File: src/rtl/ddr3_trk_pkg.sv
package ddr3_trk_pkg;
  typedef enum logic [2:0] {
    CMD_NOP = 3'd0, CMD_ACT = 3'd1, CMD_RD = 3'd2, CMD_WR = 3'd3,
    CMD_PRE = 3'd4, CMD_REF = 3'd5, CMD_MRS = 3'd6
  } cmd_e;

  typedef enum logic [1:0] {
    PWR_ON = 2'd0, PWR_PPD = 2'd1, PWR_APD = 2'd2, PWR_SREF = 2'd3
  } pwr_e;

  localparam int unsigned BL_FULL = 8;
  localparam int unsigned BL_CHOP = 4;
  localparam int unsigned AP_BIT  = 10;  // auto-precharge / precharge-all
  localparam int unsigned BC_BIT  = 12;  // high = no chop
  localparam int unsigned MR_TERM = 1;   // register holding termination setting

  function automatic cmd_e strobe_decode(input logic [2:0] s);
    case (s)
      3'b011:  return CMD_ACT;
      3'b101:  return CMD_RD;
      3'b100:  return CMD_WR;
      3'b010:  return CMD_PRE;
      3'b001:  return CMD_REF;
      3'b000:  return CMD_MRS;
      default: return CMD_NOP;
    endcase
  endfunction
endpackage

File: src/rtl/ddr3_cmd_decode.sv
module ddr3_cmd_decode
  import ddr3_trk_pkg::*;
(
  input  logic cs_ni,
  input  logic ras_ni,
  input  logic cas_ni,
  input  logic we_ni,
  input  logic cke_i,
  input  logic cke_prev_i,
  output cmd_e cmd_o,
  output logic ref_req_o
);
  logic valid;

  assign ref_req_o = !cs_ni && ({ras_ni, cas_ni, we_ni} == 3'b001);
  // with cke low only the self-refresh entry refresh gets through
  assign valid     = !cs_ni && (cke_i || (cke_prev_i && ref_req_o));
  assign cmd_o     = valid ? strobe_decode({ras_ni, cas_ni, we_ni}) : CMD_NOP;
endmodule

File: src/rtl/ddr3_bank_table.sv
module ddr3_bank_table
  import ddr3_trk_pkg::*;
#(
  parameter  int NUM_BANKS = 8,
  parameter  int ROW_W     = 16,
  localparam int BA_W      = $clog2(NUM_BANKS)
) (
  input  logic                 clk_i,
  input  logic                 rst_ni,
  input  cmd_e                 cmd_i,
  input  logic [BA_W-1:0]      ba_i,
  input  logic [ROW_W-1:0]     addr_i,
  input  logic [BA_W-1:0]      rd_bank_i,
  output logic [NUM_BANKS-1:0] open_o,
  output logic [ROW_W-1:0]     rd_row_o,
  output logic                 err_o
);
  logic [NUM_BANKS-1:0][ROW_W-1:0] rows;
  logic is_col;

  assign is_col = (cmd_i == CMD_RD) || (cmd_i == CMD_WR);
  assign err_o  = ((cmd_i == CMD_ACT) && open_o[ba_i])
               || (is_col && !open_o[ba_i])
               || ((cmd_i == CMD_REF) && (|open_o));

  for (genvar b = 0; b < NUM_BANKS; b++) begin : g_bank
    logic             hit;
    logic             open_q;
    logic [ROW_W-1:0] row_q;

    assign hit       = (ba_i == BA_W'(b));
    assign open_o[b] = open_q;
    assign rows[b]   = row_q;

    always_ff @(posedge clk_i or negedge rst_ni) begin
      if (!rst_ni) begin
        open_q <= 1'b0;
        row_q  <= '0;
      end else if (!err_o) begin
        case (cmd_i)
          CMD_ACT: if (hit) begin
            open_q <= 1'b1;
            row_q  <= addr_i;
          end
          CMD_RD, CMD_WR: if (hit && addr_i[AP_BIT]) open_q <= 1'b0;
          CMD_PRE: if (hit || addr_i[AP_BIT]) open_q <= 1'b0;
          default: ;
        endcase
      end
    end
  end

  assign rd_row_o = rows[rd_bank_i];
endmodule

File: src/rtl/ddr3_pwr_ctrl.sv
module ddr3_pwr_ctrl
  import ddr3_trk_pkg::*;
(
  input  logic clk_i,
  input  logic rst_ni,
  input  logic cke_i,
  input  logic ref_req_i,
  input  logic all_idle_i,
  input  logic col_ok_i,
  input  logic chop_i,
  output pwr_e mode_o,
  output logic cke_prev_o,
  output logic cke_err_o
);
  localparam int unsigned CNT_W = $clog2(BL_FULL / 2 + 1);

  logic [CNT_W-1:0] busy_q;
  pwr_e             mode_d;

  always_comb begin
    mode_d = mode_o;
    if (cke_i)           mode_d = PWR_ON;
    else if (cke_prev_o) begin
      if (ref_req_i && all_idle_i) mode_d = PWR_SREF;
      else if (all_idle_i)         mode_d = PWR_PPD;
      else                         mode_d = PWR_APD;
    end
  end

  always_ff @(posedge clk_i or negedge rst_ni) begin
    if (!rst_ni) begin
      mode_o     <= PWR_ON;
      cke_prev_o <= 1'b1;
      cke_err_o  <= 1'b0;
      busy_q     <= '0;
    end else begin
      mode_o     <= mode_d;
      cke_prev_o <= cke_i;
      cke_err_o  <= (busy_q != '0) && !cke_i;
      if (col_ok_i)
        busy_q <= chop_i ? CNT_W'(BL_CHOP / 2) : CNT_W'(BL_FULL / 2);
      else if (busy_q != '0)
        busy_q <= busy_q - 1'b1;
    end
  end
endmodule

File: src/rtl/ddr3_cmd_tracker.sv
module ddr3_cmd_tracker
  import ddr3_trk_pkg::*;
#(
  parameter  int NUM_BANKS = 8,
  parameter  int ROW_W     = 16,
  parameter  int COL_W     = 10,
  localparam int BA_W      = $clog2(NUM_BANKS)
) (
  input  logic                 clk_i,
  input  logic                 rst_ni,
  input  logic                 cs_ni,
  input  logic                 ras_ni,
  input  logic                 cas_ni,
  input  logic                 we_ni,
  input  logic                 cke_i,
  input  logic [BA_W-1:0]      ba_i,
  input  logic [ROW_W-1:0]     addr_i,
  input  logic                 odt_i,
  output logic [2:0]           cmd_o,
  output logic [BA_W-1:0]      bank_o,
  output logic [COL_W-1:0]     col_o,
  output logic [3:0]           burst_len_o,
  output logic                 auto_pre_o,
  output logic [NUM_BANKS-1:0] bank_open_o,
  output logic [ROW_W-1:0]     open_row_o,
  output logic [1:0]           pwr_mode_o,
  output logic                 odt_en_o,
  output logic                 proto_err_o,
  output logic                 cke_err_o
);
  cmd_e cmd;
  pwr_e mode;
  logic ref_req, cke_prev, err, is_col, term_on_q;

  ddr3_cmd_decode u_dec (
    .cs_ni, .ras_ni, .cas_ni, .we_ni, .cke_i,
    .cke_prev_i (cke_prev),
    .cmd_o      (cmd),
    .ref_req_o  (ref_req)
  );

  ddr3_bank_table #(.NUM_BANKS(NUM_BANKS), .ROW_W(ROW_W)) u_banks (
    .clk_i, .rst_ni,
    .cmd_i     (cmd),
    .ba_i,
    .addr_i,
    .rd_bank_i (bank_o),
    .open_o    (bank_open_o),
    .rd_row_o  (open_row_o),
    .err_o     (err)
  );

  ddr3_pwr_ctrl u_pwr (
    .clk_i, .rst_ni, .cke_i,
    .ref_req_i  (ref_req),
    .all_idle_i (~|bank_open_o),
    .col_ok_i   (is_col && !err),
    .chop_i     (!addr_i[BC_BIT]),
    .mode_o     (mode),
    .cke_prev_o (cke_prev),
    .cke_err_o
  );

  assign is_col     = (cmd == CMD_RD) || (cmd == CMD_WR);
  assign pwr_mode_o = mode;

  always_ff @(posedge clk_i or negedge rst_ni) begin
    if (!rst_ni) begin
      cmd_o       <= CMD_NOP;
      bank_o      <= '0;
      col_o       <= '0;
      burst_len_o <= '0;
      auto_pre_o  <= 1'b0;
      proto_err_o <= 1'b0;
      odt_en_o    <= 1'b0;
      term_on_q   <= 1'b0;
    end else begin
      cmd_o       <= cmd;
      bank_o      <= (cmd == CMD_NOP || cmd == CMD_REF) ? '0 : ba_i;
      col_o       <= is_col ? addr_i[COL_W-1:0] : '0;
      burst_len_o <= !is_col ? 4'd0 : addr_i[BC_BIT] ? 4'(BL_FULL) : 4'(BL_CHOP);
      auto_pre_o  <= is_col && addr_i[AP_BIT];
      proto_err_o <= err;
      odt_en_o    <= odt_i && term_on_q;
      if (cmd == CMD_MRS && ba_i == BA_W'(MR_TERM))
        term_on_q <= addr_i[9] || addr_i[6] || addr_i[2];
    end
  end
endmodule

File: config.mk
export PLATFORM = sky130hd
export DESIGN_NAME = ddr3_cmd_tracker
export DESIGN_NICKNAME = d
export VERILOG_FILES = /design/src/rtl/ddr3_trk_pkg.sv /design/src/rtl/ddr3_cmd_decode.sv /design/src/rtl/ddr3_bank_table.sv /design/src/rtl/ddr3_pwr_ctrl.sv /design/src/rtl/ddr3_cmd_tracker.sv
export SDC_FILE = /design/constraint.sdc
export NUM_CORES = 1
export LEC_CHECK = 0
export BUFFER_PORTS_ARGS = -buffer_cell sky130_fd_sc_hd__buf_2
export CORE_MARGIN = 1
export CORE_UTILIZATION = 35
export CTS_BUF_LIST = sky130_fd_sc_hd__clkbuf_4 sky130_fd_sc_hd__clkbuf_8
export DETAILED_ROUTE_END_ITERATION = 10
export HOLD_SLACK_MARGIN = 0.03
export PLACE_DENSITY = 0.61
export SYNTH_ARGS = -nofsm -noshare
export SYNTH_HDL_FRONTEND = slang
export SYNTH_SLANG_ARGS = --single-unit
File: constraint.sdc
create_clock -name clk_i -period 3.3 [get_ports clk_i]
set_clock_uncertainty 0.1 [all_clocks]
set_input_delay 0.99 -clock clk_i [delete_from_list [all_inputs] [get_ports clk_i]]
set_output_delay 0.99 -clock clk_i [all_outputs]
set_load 0.01 [all_outputs]
# Word-level counts from Yosys, hierarchy flattened
# Index checks and enable logic that the tools add are counted.
# Widths: inputs -> output; s select.
[word_totals]
output_inout_bits = 50
regBits = 167
inputBits = 27
[op_classes]
eq_ne = 42
n_mux = 49
order_cmp = 2
bitwise = 1
reduce_logical = 65
addsub = 1
[op_table]
columns = ["cell", "count"]
rows = [
  ["$bmux 16 s3", 1],
  ["$ne 2x1->1 const B", 24],
  ["$reduce_and 5->1", 8],
  ["$eq 3x3->1 const B", 9],
  ["$mux 1", 25],
  ["$pmux 1 s3", 8],
  ["$reduce_and 3->1", 8],
  ["$logic_and 1x1->1", 20],
  ["$eq 3x2->1 const B", 6],
  ["$pmux 3 s6", 1],
  ["$mux 16", 1],
  ["$logic_or 1x1->1", 15],
  ["$mux 3", 5],
  ["$mux 10", 1],
  ["$eq 3x1->1 const B", 3],
  ["$logic_not 3->1", 3],
  ["$lt 3x4->1 const B", 2],
  ["$mux 2", 4],
  ["$mux 4", 2],
  ["$reduce_or 8->1", 1],
  ["$reduce_bool 3->1", 2],
  ["$logic_not 1->1", 5],
  ["$reduce_bool 2->1", 2],
  ["$bmux 1 s3", 1],
  ["other kinds (3)", 3],
]

# Longest topological paths before layout
[logic_depth]
ltp_word = 14
mapped_depth = 9
ltp_nobuf = 6

# Cells and area by module
# A second synthesis with hierarchy kept.
[unflattened]
cells_unflattened = 511
area_unflattened_um2 = 7699.9
[modules_own_cells]
columns = ["mod", "area_per_inst_um2", "instances", "cells_per_inst"]
rows = [
  ["ddr3_bank_table", 6552.5, 1, 417],
  ["ddr3_cmd_tracker", 769.5, 1, 57],
  ["ddr3_pwr_ctrl", 306.5, 1, 27],
  ["ddr3_cmd_decode", 71.3, 1, 10],
]

# Least setup slack after synthesis
# OpenSTA, ideal clock, no wires.
[synth_timing]
path_kind = "register to output"
from = "register bank_o[0]"
to = "output port open_row_o[0]"
path_buffers = 2
setup_slack_ns = 0.206
arrival_ns = 2.004
stages_incl_launch_ff = 5
path_cell_list = "dfrtp_1 > clkbuf_1 > buf_1 > mux4_2 > mux2_2"
[synth_via]
elab_chain_cells = 2
[synth_rtl]
columns = ["element", "line_no", "text"]
rows = [
  ["start, declared", "ddr3_cmd_tracker.sv:20", "output logic [BA_W-1:0] bank_o,"],
  ["start signal, assigned", "ddr3_cmd_tracker.sv:79", "bank_o <= (cmd == CMD_NOP || cmd == CMD_REF) ? '0 : ba_i;"],
  ["$bmux 16 s3", "ddr3_bank_table.sv:53", "assign rd_row_o = rows[rd_bank_i];"],
  ["$mux 16 (implied by the code)", "ddr3_bank_table.sv:53", ""],
  ["end, declared", "ddr3_cmd_tracker.sv:25", "output logic [ROW_W-1:0] open_row_o,"],
]
# No other way between the ends. The select of a mux whose other input is x is not followed.

# Final worst setup path
[layout_timing]
from = "register bank_o[0]"
to = "output port open_row_o[14]"
# The elaborated chain is that of the path after synthesis.

==> flow_summary_export.csv <==
group,metric,value,unit
outcome,status,"complete, no violations",
timing,maxSlewViolCount,0,
routing,vias,4566,
routing,wl_per_cell,19.06,um
layout,final_common_cell,"dfrtp_1",
clock_tree,clk_pin_slew,0.09,ns
layout,drive_gt1_share,49.75,%
logic_synthesis,netlist_instances,525,
floorplan,ios,77,
layout,final_cell_mix,"163 x dfrtp_1, 133 x mux2_2, 73 x buf_2",
grt,grt_max_degree,73,
logic_synthesis,post-synth-top-area-fraction,54.29,%
critical_path,path_class,"reg2out",
routing,route.met3.wl,799,um
logic_synthesis,postSynthAreaPerCell,14.40,um^2
job,cap_violations,0,
power_and_ir_drop,vdd_ir_drop_max,0.0001948,V
critical_path,arrival,2.10,ns
timing,tns,0,ns
routing,drt_pass1_iterations,5,
logic_synthesis,synth.largest_area_cell,"dfrtp_1",
timing,fmax,313.9,MHz
worst_hold_path,hold_class,"reg2reg",
floorplan,dieArea,22190,um^2
grt,gr-total-overflow,0,
floorplan,die_height,149.0,um
logic_synthesis,synth_compound_area_share,3.161,%
logic_synthesis,synthMuxAreaShare,31.65,%
layout,n_fill_cell,1961,
routing,via_per_inst,5.148,
grt,grt_antenna_before_repair,2,
clock_tree,cts_htree_levels,4,
clock_tree,postCtsHoldBufs,0,
timing,hold_viol,0,
logic_synthesis,synth_edf_count,0,
layout,areaGrowthSynthToFinish,16.52,%
clock_tree,post_cts_resized,0,
clock_tree,postCtsSetupBuffers,0,
timing,worst_pin_slew,0.6724,ns
routing,met1_length,7.189,mm
floorplan,fp.dieW,149.0,um
logic_synthesis,synth-simple-area-share,6.951,%
critical_path,crit_required,2.21,ns
power_and_ir_drop,leakage,4.237,nW
clock_tree,clkSinkCount,165,
grt,grt_use_total,16.19,%
layout,post-route-util,41.77,%
logic_synthesis,yosysWarnings,0,
grt,grt_pass1_wl,26.95,mm
logic_synthesis,synthAdderAreaFrac,0.3310,%
critical_path,cp-end-kind,"output port",
floorplan,core-area,21090,um^2
logic_synthesis,synth-xor-area-share,0.1159,%
timing,finalCriticalPeriod,3.186,ns
logic_synthesis,synthTopCellsByArea,"dfrtp_1 54%, mux2_2 20%, mux4_2 9.5%, mux2_1 1.6%, buf_4 1.3%",
routing,top_layer,"met5",
logic_synthesis,ys_seq_area_share,54.63,%
timing,rsz0062_at_grt,"false",
timing,slew_headroom,55.17,%
timing,setup_violations,0,
clock_tree,cts_buffer_depth,2,
placement,port_buffers,74,
routing,drtAntennaViolNets,0,
critical_path,cp_max_fo,17,
timing,finalCritPeriodShare,96.53,%
placement,gp_routability_congestion,0.8355,
critical_path,worstSetupStartpointType,"flip-flop",
power_and_ir_drop,p_per_area,504.2,nW/um^2
logic_synthesis,yosys_register_bits,165,
layout,fin_nets,627,
routing,drt_iter0_drc,236,
routing,met2_length,8.684,mm
logic_synthesis,synth_top_family_by_area,"multiplexers",
floorplan,row_count,53,
clock_tree,clockRootBuffer,"clkbuf_8",
logic_synthesis,ys_types,51,
logic_synthesis,synth_area,7560,um^2
logic_synthesis,yosys_most_used_dff,"dfrtp_1",
clock_tree,cts_tree,"done",
clock_tree,cts_buffers,17,
routing,drc,0,
placement,hpwl,10.75,mm
logic_synthesis,async_reset_ff_share,100.0,%
routing,drt_wl_total,16.90,mm
grt,grt_pass1_vias,4873,
clock_tree,clkLatencyLatePin,0.45,ns
floorplan,start_util,35.85,%
## power breakdown
group	switching (mW)	total [mW]	leakage [nW]	internal, mW
clock	0.734	1.58	0.223	0.843
combinational	0.287	0.575	1.80	0.289
sequential	0.0979	2.29	2.22	2.19
## stage by stage
step	power (mW)	setup slack (ns)	cells	hold WS, ns	cell area [um^2]
5_1_grt	4.656	0.01518	886	0.4117	8806
3_3_place_gp	2.863	0.2246	853	0.3593	8342
3_5_place_dp	2.913	0.1273	853	0.3688	8342
6_report	4.441	0.1145	887	0.3868	8808
2_1_floorplan	2.701	0.2058	526	0.3446	7564
4_1_cts	4.496	0.01529	885	0.3884	8781
## path summary, 6_finish.rpt
check	start	end	slack [ns]	cells after the start
min reg2reg	u_banks.g_bank[2].row_q[10]$_DFFE_PN0P_	u_banks.g_bank[2].row_q[10]$_DFFE_PN0P_	0.39	2
max	bank_o[0]$_DFF_PN0_	open_row_o[14]	0.11	4
min in group asynchronous	rst_ni	u_banks.g_bank[4].row_q[0]$_DFFE_PN0P_	0.44	1
max in group asynchronous	rst_ni	u_pwr.cke_prev_o$_DFF_PN1_	1.86	2
max reg2reg	u_banks.g_bank[5].open_q$_DFFE_PN0P_	u_banks.g_bank[4].open_q$_DFFE_PN0P_	0.79	6
min	u_banks.g_bank[2].row_q[10]$_DFFE_PN0P_	u_banks.g_bank[2].row_q[10]$_DFFE_PN0P_	0.39	2
## state kept, by name (all words and copies together) (netlist names), 2 cells and up
signal	flops
col_o	10
u_banks.g_bank.open_q	8
u_pwr.busy_q	3
burst_len_o	2
u_banks.g_bank.row_q	128
bank_o	3
u_pwr.mode_o	2
cmd_o	3
## final cells by class
class | count | area (um^2) | share of cell area (%)
Antenna cell | 1 | 2.502 | 0.02841
Clock buffer | 22 | 296.5 | 3.366
Clock inverter | 10 | 142.6 | 1.619
Inverter | 5 | 18.77 | 0.2131
Multi-Input combinational cell | 316 | 3198 | 36.31
Sequential cell | 165 | 4131 | 46.90
Tap cell | 275 | 344.1 | 3.906
Timing Repair Buffer | 93 | 674.4 | 7.656
## kinds of logic (layout without fill, tap and decap cells)
kind of cell / Yosys count / after routing
other: 1 / 3
xor gates and xnor gates: 1 / 1
AOI/OAI and AO/OA: 37 / 37
muxes: 181 / 181
DFF: 165 / 165
buffers and inverters: 45 / 130
adders and majority gates: 2 / 2
and+or+nand+nor: 93 / 93
## synthesized netlist by cell type (all sizes together) (4+ instances only)
cell type,number
dfrtp,164
mux2,144
mux4,32
buf,29
nor2,22
nand2,20
and2,15
o21ai,15
clkbuf,11
nor3,10
nand2b,7
a21oi,5
inv,5
mux2i,5
nand3,5
a31oi,4
nor2b,4
## routing by layer
layer / track usage (%) / vias to the layer above
li1: - / 2049
met1: 20.40 / 2399
met2: 27.44 / 97
met3: 3.394 / 19
met4: 5.765 / 2
met5: 0 / -
## critical path: stages, from the launching register on
cell and delay [ns]:
dfrtp_2 0.43, buf_12 0.21, mux4_2 0.54, mux2_2 0.30, buf_2 0.15
(Power assumes the default switching activity.)
